### config.mk
export PLATFORM = sky130hd
export DESIGN_NAME = dwp_watch
export DESIGN_NICKNAME = d
export VERILOG_FILES = /design/src/rtl/dwp_pkg.sv /design/src/rtl/dwp_chan_regs.sv /design/src/rtl/dwp_range_cmp.sv /design/src/rtl/dwp_priv_filter.sv /design/src/rtl/dwp_watch.sv
export SDC_FILE = /design/constraint.sdc
export NUM_CORES = 1
export LEC_CHECK = 0
export CAP_MARGIN = 5
export CORE_MARGIN = 5
export CORE_UTILIZATION = 36
export CTS_CLUSTER_DIAMETER = 40
export DETAILED_ROUTE_END_ITERATION = 12
export DONT_BUFFER_PORTS = 1
export PLACE_DENSITY = 0.5
export SYNTH_ARGS = -nofsm -noshare
export SYNTH_HDL_FRONTEND = slang
export SYNTH_SLANG_ARGS = --single-unit
### constraint.sdc
create_clock -name clk -period 4 [get_ports clk]
set_input_delay 0.8 -clock clk [delete_from_list [all_inputs] [get_ports clk]]
set_output_delay 0.8 -clock clk [all_outputs]
set_load 0.02 [all_outputs]
### src/rtl/dwp_pkg.sv
package dwp_pkg;
  localparam int LEN_LSB  = 15;
  localparam int LEN_W    = 6;
  localparam int WR_BIT   = 6;
  localparam int RD_BIT   = 5;
  localparam int HYP_BIT  = 2;
  localparam int SUP_BIT  = 1;
  localparam int USR_BIT  = 0;

  localparam logic [1:0] MODE_USR = 2'd0;
  localparam logic [1:0] MODE_SUP = 2'd1;
  localparam logic [1:0] MODE_HYP = 2'd2;

  typedef struct packed {
    logic [LEN_W-1:0] len_code;
    logic             wr_en;
    logic             rd_en;
    logic             hyp_en;
    logic             sup_en;
    logic             usr_en;
  } wctl_t;

  function automatic wctl_t unpack_ctl(input logic [63:0] w);
    wctl_t c;
    c.len_code = w[LEN_LSB +: LEN_W];
    c.wr_en    = w[WR_BIT];
    c.rd_en    = w[RD_BIT];
    c.hyp_en   = w[HYP_BIT];
    c.sup_en   = w[SUP_BIT];
    c.usr_en   = w[USR_BIT];
    return c;
  endfunction
endpackage

### src/rtl/dwp_chan_regs.sv
module dwp_chan_regs
  import dwp_pkg::*;
#(
  parameter int AW = 64
) (
  input  logic          clk,
  input  logic          rst,
  input  logic          wr_addr,
  input  logic          wr_ctl,
  input  logic [63:0]   wdata,
  output logic [AW-1:0] start_o,
  output wctl_t         ctl_o
);
  localparam int HI_W = AW - 3;

  logic [HI_W-1:0] addr_hi_q;
  wctl_t           ctl_q;

  always_ff @(posedge clk) begin
    if (rst) begin
      addr_hi_q <= '0;
      ctl_q     <= '0;
    end else begin
      if (wr_addr) addr_hi_q <= wdata[AW-1:3];
      if (wr_ctl)  ctl_q     <= unpack_ctl(wdata);
    end
  end

  assign start_o = {addr_hi_q, 3'b000};
  assign ctl_o   = ctl_q;
endmodule

### src/rtl/dwp_range_cmp.sv
module dwp_range_cmp
  import dwp_pkg::*;
#(
  parameter int AW = 64
) (
  input  logic [AW-1:0]    start,
  input  logic [LEN_W-1:0] len_code,
  input  logic [AW-1:0]    acc_addr,
  input  logic [1:0]       acc_size,
  output logic             overlap
);
  localparam int XW = AW + 1;
  localparam int LW = LEN_W + 4;

  logic [LW-1:0] len_bytes;
  logic [XW-1:0] w_lo, w_hi, a_lo, a_hi;

  always_comb begin
    len_bytes = {1'b0, len_code, 3'b000} + LW'(8);
    w_lo      = {1'b0, start};
    w_hi      = w_lo + XW'(len_bytes);
    a_lo      = {1'b0, acc_addr};
    a_hi      = a_lo + (XW'(1) << acc_size);
    overlap   = (a_lo < w_hi) && (w_lo < a_hi);
  end
endmodule

### src/rtl/dwp_priv_filter.sv
module dwp_priv_filter
  import dwp_pkg::*;
(
  input  wctl_t      ctl,
  input  logic       acc_write,
  input  logic [1:0] acc_mode,
  output logic       permit
);
  logic kind_ok, mode_ok;

  always_comb begin
    kind_ok = acc_write ? ctl.wr_en : ctl.rd_en;
    case (acc_mode)
      MODE_USR: mode_ok = ctl.usr_en;
      MODE_SUP: mode_ok = ctl.sup_en;
      MODE_HYP: mode_ok = ctl.hyp_en;
      default:  mode_ok = 1'b0;
    endcase
    permit = kind_ok && mode_ok;
  end
endmodule

### src/rtl/dwp_watch.sv
module dwp_watch
  import dwp_pkg::*;
#(
  parameter int AW  = 64,
  parameter int NCH = 2,
  localparam int CIW = (NCH > 1) ? $clog2(NCH) : 1
) (
  input  logic           clk,
  input  logic           rst,
  input  logic           reg_we,
  input  logic [CIW-1:0] reg_chan,
  input  logic           reg_sel,
  input  logic [63:0]    reg_wdata,
  input  logic           acc_valid,
  input  logic [AW-1:0]  acc_addr,
  input  logic [1:0]     acc_size,
  input  logic           acc_write,
  input  logic [1:0]     acc_mode,
  output logic [NCH-1:0] hit_vec
);
  logic [NCH-1:0][AW-1:0] ch_start;
  wctl_t [NCH-1:0]        ch_ctl;
  logic [NCH-1:0]         ch_match;

  for (genvar c = 0; c < NCH; c++) begin : g_ch
    logic sel_me, overlap, permit;
    assign sel_me = reg_we && (reg_chan == CIW'(c));

    dwp_chan_regs #(.AW(AW)) u_regs (
      .clk     (clk),
      .rst     (rst),
      .wr_addr (sel_me && !reg_sel),
      .wr_ctl  (sel_me &&  reg_sel),
      .wdata   (reg_wdata),
      .start_o (ch_start[c]),
      .ctl_o   (ch_ctl[c])
    );

    dwp_range_cmp #(.AW(AW)) u_cmp (
      .start    (ch_start[c]),
      .len_code (ch_ctl[c].len_code),
      .acc_addr (acc_addr),
      .acc_size (acc_size),
      .overlap  (overlap)
    );

    dwp_priv_filter u_priv (
      .ctl       (ch_ctl[c]),
      .acc_write (acc_write),
      .acc_mode  (acc_mode),
      .permit    (permit)
    );

    assign ch_match[c] = overlap && permit;
  end

  always_ff @(posedge clk) begin
    if (rst)            hit_vec <= '0;
    else if (acc_valid) hit_vec <= ch_match;
    else                hit_vec <= '0;
  end
endmodule

==> Implementation_results.wiki <==
{| class="wikitable"
! Metric !! Value
|-
| Clock tree root driver cell || clkbuf_16
|-
| Avg Synthesized Cell Area || 7.62 um2
|-
| Vertical die dimension || between 200 and 250 um
|-
| Design Area, Final || between 0.015 and 0.02 mm2
|-
| Setup_tns || -0.0713 ns
|-
| Worst setup EP type || register
|-
| Clock tree skew after final layout || 0.0106 ns
|-
| Syn Std Cell Area || 0.0143 mm2
|-
| Endpoint arrival time on the critical path || 4.50 ns
|-
| Worst slew margin || 20.4%
|-
| Maximum number of pins on one net before global-route repair || 146
|-
| Half-perimeter wire length after placement || between 40,000 and 50,000 um
|-
| Number of distinct library cells after synthesis || 64
|-
| Number of failing hold endpoints at the final stage || 0
|-
| Peak supply drop || ~0.31 mV
|-
| Critical Setup Path Class || primary input to register
|-
| Count of pins on the block boundary || between 100 and 150
|-
| Routed WL || approximately 53,000 um
|-
| Result of the run || finished with violations
|-
| Post-route DRC violation count || 0
|-
| Shortest period the worst path allows || 4.07 ns
|-
| Setup violators final || 1
|-
| Max-cap violation count || 0
|-
| Min Hold Slack || 0.384 ns
|-
| Prevailing post-synth register cell || dfxtp_1
|-
| PnR Total Power || 4.16 mW
|-
| Final-report max-slew violation count || 0
|-
| Synthesized net count || 2,292
|-
| Worst Setup Slack post-DPL || -0.626 ns
|-
| Number of DRC markers in iteration 0 || 915
|-
| Commonest cells in the netlist || nand2_1 (392), ha_1 (272), a21oi_1 (228)
|-
| Area contributors post-synth || ha_1 (24%), dfxtp_1 (20%), nand2_1 (10%)
|-
| Violations in the final reports || negative setup slack
|-
| Antenna Violating Nets Remaining || 0
|-
| Pwr per Cell Area || 235 mW/mm2
|-
| Dominant cell by count in the synthesized netlist || nand2_1
|-
| Effective utilization at floorplan || 36.2%
|-
| Non-Filler Instances || roughly 2,600
|-
| Routability Congestion || 0.935
|-
| Diode count || 0
|-
| Antenna violations before repair || 0
|-
| Number of inserted filler cells in the final layout || 4,059
|-
| Area leader, netlist || ha_1
|-
| Skew-Pair Late Insertion Delay || 0.49 ns
|-
| Worst EP required || 4.42 ns
|-
| Drt wl/cell || 20.4 um
|-
| CTS Buffer Depth || 2
|-
| Number of instances in the synthesized netlist || around 1,900
|-
| Area added between synthesis and finish || 23.6%
|-
| Top fanout value on the critical path || 4
|-
| Leak pwr || 7.26 nW
|-
| Flop pwr share || 37.4%
|-
| Share of cells above drive strength 1 || 17.4%
|-
| Vias in the first global route || 14,100
|-
| Part of the Yosys area used for sequential elements || 20.4%
|-
| Global route total overflow || 0
|-
| Cell count after placement || ~2,600
|-
| Final period utilization || 102%
|-
| Die area || 0.0438 mm2
|-
| Wire length of the first global-routing pass || 82,200 um
|-
| Total Routing Usage GR || 24.0%
|-
| P_int || 2.93 mW
|-
| Total number of placement rows || 73
|-
| Worst r2r path cells || 17
|-
| Count of buffers from port buffering || 0
|-
| Die width || 209 um
|-
| Core region area || 0.0395 mm2
|-
| Setup repair after global routing missed its margin || yes
|-
| First-pass iteration count of the detailed router || 5
|-
| Post-synth EDFFs || 0
|-
| Yosys Warn Count || 0
|-
| Fraction of post-synthesis cell area in the top cell type by area || 23.8%
|-
| Proportion of total power due to net switching || 29.6%
|-
| PnR worst setup slack || -0.0713 ns
|-
| Number of sinks handled by clock tree synthesis || 146
|-
| Measured slew at the worst slew-check pin || 1.19 ns
|-
| Clock input transition at the sequential cells of the worst setup and hold paths || 0.07 ns
|-
| Achievable frequency || around 250 MHz
|-
| Start of the worst register-to-register path || g_ch[0].u_regs.addr_hi_q[2]$_SDFFE_PP0P_
|-
| Async set or reset register ratio after synthesis || 0%
|-
| Worst setup startpoint || acc_size[0]
|-
| H-Tree Depth || 4
|-
| Critical R2R Capture || hit_vec[0]$_SDFF_PP0_
|-
| Sw power || 1.23 mW
|-
| Portion of total power attributed to the clock network || 43.4%
|-
| CP endpoint || hit_vec[0]$_SDFF_PP0_
|-
| Core utilization of the finished layout || 44.7%
|-
| Total number of vias || ~14,000
|-
| Average via count per standard cell || 5.50
|-
| Critical path startpoint category || primary input
|-
| Total of flip-flops plus latches after synthesis || 146
|-
| Fraction of power consumed by combinational cells || 19.2%
|-
| Setup slack of the worst register-to-register path || -0.01 ns
|-
| Clock tree from TritonCTS || built
|-
| CTS buffer count || 17
|-
| Nets || 2,494
|-
| Worst Hold Class || primary input to register
|-
| Instance area after placement || 0.0165 mm2
|}
==> power by group through the flow <==
| stage | Clock, mW | Combinational (mW) | Sequential [mW] |
|---|---|---|---|
| 2_1_floorplan | 0 | 0.498 | 1.58 |
| 3_3_place_gp | 0 | 0.742 | 1.59 |
| 3_5_place_dp | 0 | 0.760 | 1.59 |
| 4_1_cts | 1.85 | 0.779 | 1.56 |
| 5_1_grt | 1.90 | 0.903 | 1.56 |
| 6_report | 1.80 | 0.797 | 1.56 |
==> critical path: stages <==
cell	delay (ns)
nor2_4	0.10
ha_4	0.15
inv_2	0.04
fa_2	0.36
nor2b_2	0.11
o21a_2	0.22
o2111ai_4	0.15
buf_6	0.17
nor3_4	0.20
buf_6	0.13
and4_4	0.23
nand3_4	0.08
xor2_2	0.19
ha_1	0.31
a21o_1	0.17
a21oi_2	0.11
o211ai_1	0.18
a2111oi_2	0.39
buf_4	0.17
nand2_2	0.05
a22oi_2	0.17
==> layout by cell type, fill, tap and decap left out, types with 5 or more instances in the layout <==
cell type / n
a211oi_1: 7
a211oi_2: 5
a21o_1: 36
a21oi_1: 221
a21oi_2: 7
a221oi_2: 5
and2_1: 8
and3_1: 38
and4_1: 21
buf_4: 226
buf_6: 8
clkbuf_16: 17
dfxtp_1: 141
dfxtp_2: 5
ha_1: 267
inv_1: 46
nand2_1: 390
nand2b_1: 10
nand3_1: 81
nand4_1: 79
nor2_1: 75
nor2b_1: 9
nor3_1: 21
nor3_2: 6
nor4_1: 6
o211ai_1: 12
o21ai_0: 38
o21ai_1: 7
o21ai_2: 5
xnor2_1: 73
xor2_1: 102
==> metal layers <==
layer,global-route usage (%),part of all wire [%],vias to the layer above
met5,0,0,-
met4,8.08,2.8,0
met3,5.50,6.0,69
met2,39.0,45,339
met1,31.6,46,6856
li1,-,-,7131
==> layout make-up <==
cell class / instances / area [um2] / area share (%)
clock buffers: 17 / 425 / 2.41
multi-input cells: 1628 / 11400 / 64.7
clock inverters: 14 / 204 / 1.15
inverters: 50 / 188 / 1.06
repair buffers: 237 / 1850 / 10.4
flip-flops and latches: 146 / 2930 / 16.6
well taps: 525 / 657 / 3.72
==> sequential cells by signal (all words and copies together) (netlist names) <==
signal	cells
g_ch.u_regs.addr_hi_q	122
g_ch.u_regs.ctl_o	22
hit_vec	2
==> logic make-up (layout without fill, tap and decap cells) <==
group           Yosys count  after routing  synth area share, %
simple gates            796            796                 26.5
buf+inv                 104            318                 2.74
mux                       4              4                0.297
xor+xnor                176            176                 10.8
flops                   146            146                 20.4
compound gates          377            377                 15.1
fa+ha+maj               275            275                 24.2
==> how the worst min path moves through the flow <==
stage	startpoint	to	slack, ns	cells after the start
floorplan	g_ch[0].u_regs.ctl_o[4]$_SDFFE_PP0P_	g_ch[0].u_regs.ctl_o[4]$_SDFFE_PP0P_	0.43	2
global placement	g_ch[0].u_regs.ctl_o[3]$_SDFFE_PP0P_	g_ch[0].u_regs.ctl_o[3]$_SDFFE_PP0P_	0.44	2
detailed placement	g_ch[0].u_regs.ctl_o[4]$_SDFFE_PP0P_	g_ch[0].u_regs.ctl_o[4]$_SDFFE_PP0P_	0.44	2
CTS	rst	g_ch[0].u_regs.addr_hi_q[26]$_SDFFE_PP0P_	0.34	1
global route	rst	g_ch[1].u_regs.addr_hi_q[34]$_SDFFE_PP0P_	0.35	1
finish	rst	g_ch[0].u_regs.addr_hi_q[31]$_SDFFE_PP0P_	0.38	1
==> what timing repair did <==
item                                    CTS  global route
hold buffers                              0             0
endpoints found under the setup margin    2             2
setup buffers                             2             6
resized for setup                        74            43
pin swaps                                41            35
Power figures use the tool's default switching activity.
